===== src/rtl/hb_pkg.sv =====
// Shared types for the host bus front end.
// Assumes nothing beyond the consumers agreeing on the field order.
package hb_pkg;

    // Access convention selected by the strap pin.
    typedef enum logic {
        BUS_DIR_STROBE = 1'b0,
        BUS_RW_STROBES = 1'b1
    } bus_mode_e;

    // Control pins of the host bus, grouped so they synchronize together.
    typedef struct packed {
        logic cs_n;
        logic dir_rd_n;
        logic ds_wr_n;
        logic ale;
    } host_ctl_t;

    localparam int CTL_W = $bits(host_ctl_t);
    localparam host_ctl_t CTL_IDLE = '{cs_n: 1'b1, dir_rd_n: 1'b1, ds_wr_n: 1'b1, ale: 1'b1};

endpackage


===== src/rtl/hb_sync.sv =====
// Multi-stage flop synchronizer for a group of asynchronous inputs.
// Assumes multi-bit groups are held stable by the host around the strobes
// that qualify them, so bit skew between lanes is harmless.
module hb_sync #(
    parameter int           W       = 1,
    parameter int           STAGES  = 2,
    parameter logic [W-1:0] RST_VAL = '0
) (
    input  logic         clk,
    input  logic         rst_n,
    input  logic [W-1:0] d,
    output logic [W-1:0] q
);

    logic [W-1:0] stage [STAGES];

    genvar g;
    generate
        for (g = 0; g < STAGES; g++) begin : g_stage
            if (g == 0) begin : g_first
                // Purpose: first capture of the asynchronous input.
                always_ff @(posedge clk) begin
                    if (!rst_n) stage[g] <= RST_VAL;
                    else        stage[g] <= d;
                end
            end else begin : g_next
                // Purpose: further resolution stages.
                always_ff @(posedge clk) begin
                    if (!rst_n) stage[g] <= RST_VAL;
                    else        stage[g] <= stage[g-1];
                end
            end
        end
    endgenerate

    assign q = stage[STAGES-1];

endmodule


===== src/rtl/hb_access_decode.sv =====
// Decodes synchronized host control pins into read/write events.
// Mode 0: dir_rd_n is direction (1 = read), ds_wr_n is the data strobe;
//         read on strobe fall, write on strobe rise.
// Mode 1: dir_rd_n / ds_wr_n are active-low read / write strobes;
//         read on read-strobe fall, write on write-strobe rise, each only
//         while the other strobe is high.
// Assumes bus_mode is a static strap and cs_n stays low until the strobe
// release has been synchronized.
module hb_access_decode
    import hb_pkg::*;
(
    input  logic      clk,
    input  logic      rst_n,
    input  logic      bus_mode,
    input  host_ctl_t s_ctl,
    output logic      rd_evt,
    output logic      wr_evt,
    output logic      rd_level
);

    host_ctl_t p_ctl;

    // Purpose: keep the previous synchronized sample for edge detection.
    always_ff @(posedge clk) begin
        if (!rst_n) p_ctl <= CTL_IDLE;
        else        p_ctl <= s_ctl;
    end

    // Purpose: turn levels and edges into access events for the chosen mode.
    always_comb begin
        rd_evt   = 1'b0;
        wr_evt   = 1'b0;
        rd_level = 1'b0;
        if (!s_ctl.cs_n) begin
            if (bus_mode_e'(bus_mode) == BUS_DIR_STROBE) begin
                rd_evt   = s_ctl.dir_rd_n  && !s_ctl.ds_wr_n && p_ctl.ds_wr_n;
                wr_evt   = !s_ctl.dir_rd_n && s_ctl.ds_wr_n  && !p_ctl.ds_wr_n;
                rd_level = s_ctl.dir_rd_n  && !s_ctl.ds_wr_n;
            end else begin
                rd_evt   = !s_ctl.dir_rd_n && p_ctl.dir_rd_n && s_ctl.ds_wr_n;
                wr_evt   = s_ctl.ds_wr_n   && !p_ctl.ds_wr_n && s_ctl.dir_rd_n;
                rd_level = !s_ctl.dir_rd_n && s_ctl.ds_wr_n;
            end
        end
    end

endmodule


===== src/rtl/hb_addr_latch.sv =====
// Selects the access address: dedicated pins, or the shared bus value
// captured on a falling edge of the synchronized address latch strobe.
// Assumes ADDR_W <= DATA_W and that mux_sel is a static strap.
module hb_addr_latch #(
    parameter int ADDR_W = 8,
    parameter int DATA_W = 8
) (
    input  logic              clk,
    input  logic              rst_n,
    input  logic              mux_sel,
    input  logic              s_ale,
    input  logic [ADDR_W-1:0] s_addr,
    input  logic [DATA_W-1:0] s_data,
    output logic [ADDR_W-1:0] addr_sel
);

    logic              p_ale;
    logic [ADDR_W-1:0] latch_q;
    logic              ale_fall;

    assign ale_fall = mux_sel && p_ale && !s_ale;

    // Purpose: remember the strobe and capture the address on its fall.
    always_ff @(posedge clk) begin
        if (!rst_n) begin
            p_ale   <= 1'b1;
            latch_q <= '0;
        end else begin
            p_ale <= s_ale;
            if (ale_fall) latch_q <= s_data[ADDR_W-1:0];
        end
    end

    // Purpose: route the address source picked by the strap.
    assign addr_sel = mux_sel ? latch_q : s_addr;

    AST_LATCH_ONLY_ON_FALL: assert property (@(posedge clk) disable iff (!rst_n)
        !(mux_sel && p_ale && !s_ale) |=> $stable(latch_q));

endmodule


===== src/rtl/hostbus_frontend.sv =====
// Host bus front end: synchronizes an asynchronous parallel host bus,
// decodes either strobe convention and either address style, and issues
// single-cycle register read/write requests.
// Assumes the register file returns reg_rdata combinationally for reg_addr,
// and that the straps change only while the bus is idle.
module hostbus_frontend
    import hb_pkg::*;
#(
    parameter int ADDR_W      = 8,
    parameter int DATA_W      = 8,
    parameter int SYNC_STAGES = 2
) (
    input  logic              clk,
    input  logic              rst_n,
    input  logic              bus_mode,
    input  logic              mux_sel,
    input  logic              cs_n,
    input  logic              dir_rd_n,
    input  logic              ds_wr_n,
    input  logic              ale,
    input  logic [ADDR_W-1:0] addr_in,
    input  logic [DATA_W-1:0] data_in,
    output logic [DATA_W-1:0] data_out,
    output logic              data_oe,
    output logic              reg_rd_req,
    output logic              reg_wr_req,
    output logic [ADDR_W-1:0] reg_addr,
    output logic [DATA_W-1:0] reg_wdata,
    input  logic [DATA_W-1:0] reg_rdata
);

    host_ctl_t         raw_ctl;
    host_ctl_t         s_ctl;
    logic [CTL_W-1:0]  s_ctl_bits;
    logic [ADDR_W-1:0] s_addr;
    logic [DATA_W-1:0] s_data;
    logic [ADDR_W-1:0] addr_sel;
    logic              rd_evt;
    logic              wr_evt;
    logic              rd_level;

    assign raw_ctl = '{cs_n: cs_n, dir_rd_n: dir_rd_n, ds_wr_n: ds_wr_n, ale: ale};

    hb_sync #(.W(CTL_W), .STAGES(SYNC_STAGES), .RST_VAL(CTL_IDLE)) u_sync_ctl (
        .clk(clk), .rst_n(rst_n), .d(raw_ctl), .q(s_ctl_bits)
    );
    assign s_ctl = host_ctl_t'(s_ctl_bits);

    hb_sync #(.W(ADDR_W), .STAGES(SYNC_STAGES), .RST_VAL('0)) u_sync_addr (
        .clk(clk), .rst_n(rst_n), .d(addr_in), .q(s_addr)
    );

    hb_sync #(.W(DATA_W), .STAGES(SYNC_STAGES), .RST_VAL('0)) u_sync_data (
        .clk(clk), .rst_n(rst_n), .d(data_in), .q(s_data)
    );

    hb_access_decode u_decode (
        .clk(clk), .rst_n(rst_n), .bus_mode(bus_mode), .s_ctl(s_ctl),
        .rd_evt(rd_evt), .wr_evt(wr_evt), .rd_level(rd_level)
    );

    hb_addr_latch #(.ADDR_W(ADDR_W), .DATA_W(DATA_W)) u_addr (
        .clk(clk), .rst_n(rst_n), .mux_sel(mux_sel), .s_ale(s_ctl.ale),
        .s_addr(s_addr), .s_data(s_data), .addr_sel(addr_sel)
    );

    // Purpose: register request pulses, enable and the address/data payload.
    always_ff @(posedge clk) begin
        if (!rst_n) begin
            reg_rd_req <= 1'b0;
            reg_wr_req <= 1'b0;
            data_oe    <= 1'b0;
            reg_addr   <= '0;
            reg_wdata  <= '0;
        end else begin
            reg_rd_req <= rd_evt;
            reg_wr_req <= wr_evt;
            data_oe    <= rd_level;
            if (rd_evt || wr_evt) reg_addr  <= addr_sel;
            if (wr_evt)           reg_wdata <= s_data;
        end
    end

    // Purpose: capture register read data for the duration of the read.
    always_ff @(posedge clk) begin
        if (!rst_n)          data_out <= '0;
        else if (reg_rd_req) data_out <= reg_rdata;
    end

    AST_RD_ONE_SHOT:   assert property (@(posedge clk) disable iff (!rst_n) reg_rd_req |=> !reg_rd_req);
    AST_WR_ONE_SHOT:   assert property (@(posedge clk) disable iff (!rst_n) reg_wr_req |=> !reg_wr_req);
    AST_NO_RD_AND_WR:  assert property (@(posedge clk) disable iff (!rst_n) !(reg_rd_req && reg_wr_req));
    AST_RD_DRIVES_BUS: assert property (@(posedge clk) disable iff (!rst_n) reg_rd_req |-> data_oe);
    AST_DOUT_HOLDS:    assert property (@(posedge clk) disable iff (!rst_n) !reg_rd_req |=> $stable(data_out));

endmodule


===== config.mk =====
export PLATFORM = sky130hd
export DESIGN_NAME = hostbus_frontend
export DESIGN_NICKNAME = d
export VERILOG_FILES = /design/src/rtl/hb_pkg.sv /design/src/rtl/hb_sync.sv /design/src/rtl/hb_access_decode.sv /design/src/rtl/hb_addr_latch.sv /design/src/rtl/hostbus_frontend.sv
export SDC_FILE = /design/constraint.sdc
export NUM_CORES = 1
export LEC_CHECK = 0
export BUFFER_PORTS_ARGS = -buffer_cell sky130_fd_sc_hd__buf_2
export CAP_MARGIN = 20
export CORE_ASPECT_RATIO = 0.6
export CORE_UTILIZATION = 55
export DETAILED_ROUTE_END_ITERATION = 16
export GPL_TIMING_DRIVEN = 0
export PLACE_DENSITY = 0.9
export RECOVER_POWER = 25
export SYNTH_ARGS = -nofsm -noshare
export SYNTH_HDL_FRONTEND = slang
export SYNTH_HIERARCHICAL = 1
export SYNTH_SLANG_ARGS = --single-unit

===== constraint.sdc =====
create_clock -name clk -period 2.25 [get_ports clk]
set_input_delay 0.225 -clock clk [delete_from_list [all_inputs] [get_ports clk]]
set_output_delay 0.225 -clock clk [all_outputs]
set_load 0.005 [all_outputs]

==> impl_metrics.py <==
metrics = {
    "timing": {
        "skew_ns": 0.00658,
        "worstMarginPinSlew_ns": 1.06,
        "post-route-min-period_ns": 1.69,
        "clock.fmax_mhz": 592,
        "tns_ns": 0,
        "finalCritPeriodShare": 0.751,
        "maxSlewHeadroom": 0.296,
        "hold_viol_final": 0,
        "setup_viol": 0,
        "slew_viol_final": 0,
        "rsz0062_at_grt": "no",
        "hold_ws_ns": 0.0581,
        "setup_ws_ns": 0.560,
    },
    "synth": {
        "syn_area_sq_mm": 0.00270,
        "synthArstFlopShare": 0,
        "synth_nets": 269,
        "yosysSeqAreaShare": 0.579,
        "syn_area_per_cell_sq_um": 11.4,
        "synth_top_area_frac": 0.579,
        "ys_warn_count": 6,
        "syn_inst": 237,
        "ys_ff_latch": 78,
        "synth_ff_type": "dfxtp_1",
        "post_synth_num_cell_types": 25,
        "synth.most_common_cell": "dfxtp_1",
        "yosys-top-cells-count": "dfxtp_1 (78), and2_2 (24), mux2i_1 (24), nand2_1 (24), nor2b_1 (16)",
        "synth_edf_count": 0,
        "synth_area_leaders": "dfxtp_1 (58%), mux2i_1 (8.9%), and2_2 (6.7%)",
        "synth_area_leader_cell": "dfxtp_1",
    },
    "clock_tree": {
        "clock-sinks": 78,
        "cts_tree": "yes",
        "htreeDepth": 3,
        "cts-hold-fix-buffers": 0,
        "cts-root-buf": "clkbuf_8",
        "clkTransAtPathRegs_ns": 0.07,
        "cts_buffers": 9,
        "post_cts_resized": 0,
        "clk_latency_ns": 0.35,
        "cts_max_path_buffers": 2,
        "cts_setup_buffers": 0,
    },
    "routing": {
        "drc": 0,
        "ant_nets": 0,
        "wire_per_inst_um": 13.0,
        "drt_pre_antenna_iters": 4,
        "drt_iter0_drc": 76,
        "drt-total-wl_um": 4840,
        "viasPerCell": 4.78,
        "vias": 1779,
    },
    "floorplan": {
        "core_sq_mm": 0.00464,
        "rows": 19,
        "io_pins": 59,
        "die_x_um": 92.4,
        "dieArea_sq_mm": 0.00519,
        "die_h_um": 56.2,
        "start_util": 0.581,
    },
    "worst_setup_path": {
        "worstPathRequired_ns": 2.50,
        "worstPathArrival_ns": 1.94,
        "path_max_fanout": 10,
        "rr_worst_depth": 6,
        "critical_path.startpoint": "u_sync_ctl/stage[1][2]$_SDFF_PN1_",
        "reg2reg_from": "u_sync_ctl/stage[1][2]$_SDFF_PN1_",
        "worstReg2RegEnd": "reg_wdata[6]$_SDFFE_PN0P_",
        "endpoint_kind": "register",
        "cp-endpoint": "reg_wdata[6]$_SDFFE_PN0P_",
        "reg2reg_setup_slack_ns": 0.56,
        "worstSetupPathType": "register to register",
        "start_kind": "register",
    },
    "power": {
        "power.density_mw_per_mm2": 746,
        "p_seq_frac": 0.601,
        "power_leakage_nw": 1.33,
        "power_frac_comb": 0.048,
        "clockPowerShare": 0.352,
        "switching_share": 0.214,
        "peakVddDrop_mv": 0.516,
        "p_switching_mw": 0.509,
        "internal_power_mw": 1.87,
    },
    "grt": {
        "grt_pass1_vias": 1760,
        "antenna_found_initial": 0,
        "grt_pass1_wl_um": 8050,
        "track_usage": 0.213,
        "grt_max_degree": 27,
        "overflow": 0,
    },
    "worst_hold_path": {
        "hold_depth": 2,
        "hold_path.class": "input pin to register",
    },
    "layout": {
        "final_layout_size_suffix_gt1_frac": 0.359,
        "area_growth_pct": 18.4,
        "num-fill-cells": 376,
        "n_antenna_cell": 0,
        "multi_input_area_sq_mm": 0.00102,
        "seq_area_sq_mm": 0.00156,
        "fin_nets": 337,
    },
    "placement": {
        "portBuffers": 57,
        "dp_slack_ns": 0.575,
        "hpwl_um": 3520,
        "gp_congestion": 0.810,
    },
    "outcome": {
        "status": "finished clean",
    },
    "flow_run": {
        "drv_cap": 0,
    },
}
[worst min path at each step]
stage	from	endpoint	slack, ns
after floorplan	rst_n	u_sync_ctl/stage[0][0]$_SDFF_PN1_	0.30
after global placement	u_sync_ctl/stage[0][0]$_SDFF_PN1_	u_sync_ctl/stage[1][0]$_SDFF_PN1_	0.39
after detailed placement	u_sync_ctl/stage[0][3]$_SDFF_PN1_	u_sync_ctl/stage[1][3]$_SDFF_PN1_	0.40
after CTS	cs_n	u_sync_ctl/stage[0][3]$_SDFF_PN1_	0.05
after global routing	ds_wr_n	u_sync_ctl/stage[0][1]$_SDFF_PN1_	0.04
final	cs_n	u_sync_ctl/stage[0][3]$_SDFF_PN1_	0.06
[through the flow]
stage          area [sq um]  instances  utilization  power, mW
6_report               3190        372        0.689       2.38
5_1_grt                3190        372        0.689       2.49
4_1_cts                3210        372        0.692       2.40
3_5_place_dp           3060        357        0.660       1.58
3_3_place_gp           3060        357        0.660       1.57
2_1_floorplan          2700        237            -       1.53
[routing by layer]
| layer | share of wire | up-vias | track usage | wire [um] |
|---|---|---|---|---|
| li1 | - | 907 | - | - |
| met1 | 0.47 | 809 | 0.260 | 2270 |
| met2 | 0.44 | 51 | 0.329 | 2150 |
| met3 | 0.069 | 12 | 0.0970 | 336 |
| met4 | 0.019 | 0 | 0.0804 | 92 |
| met5 | 0 | - | 0 | 0 |
[cell usage in the layout, fill, tap and decap left out, types with 4 or more instances in the layout]
cell type	netlist	layout
dfxtp_1	78	78
clkbuf_1	2	9
and2_1	11	11
o21ai_1	8	8
nand2_1	24	24
buf_2	4	60
and2_2	24	24
mux2_2	8	8
nand2b_1	11	11
o211ai_1	8	8
clkbuf_8	0	9
nor2b_1	16	16
buf_6	6	4
mux2i_1	24	24
[worst max-delay path: stages, from the launching register on]
cell and delay, ns:
dfxtp_1 0.36, xor2_1 0.18, nor4b_1 0.40, buf_6 0.23, buf_4 0.18, mux2i_1 0.18
nor2b_1 0.06
[state kept, by name (all words and copies together), names as in the netlist, 2 cells and up]
| signal | count |
|---|---|
| u_sync_addr/stage | 16 |
| u_sync_data/stage | 16 |
| data_out | 8 |
| reg_addr | 8 |
| reg_wdata | 8 |
| u_addr/latch_q | 8 |
| u_sync_ctl/stage | 8 |
| u_decode/p_ctl | 2 |
[power by group through the flow]
stage / Clock, mW / Sequential, mW / Combinational [mW]
3_3_place_gp: 0 / 1.46 / 0.113
5_1_grt: 0.929 / 1.43 / 0.126
3_5_place_dp: 0 / 1.46 / 0.117
2_1_floorplan: 0 / 1.46 / 0.0700
6_report: 0.838 / 1.43 / 0.114
4_1_cts: 0.857 / 1.43 / 0.117
[cell families after synthesis]
logic type,synth area share
and+or+nand+nor,0.211
DFF,0.579
muxes,0.123
AOI/OAI and AO/OA,0.0422
buffers and inverters,0.0418
xor gates and xnor gates,0.00325
[area by class of cell]
cell class                 count  area share
clock inverter                 2     0.00314
clock buffer                  13      0.0435
multi-input combinational    144       0.320
buffer                        15      0.0306
tap                           63      0.0247
timing repair buffer          57      0.0890
sequential                    78       0.489
(Power assumes the default switching activity.)
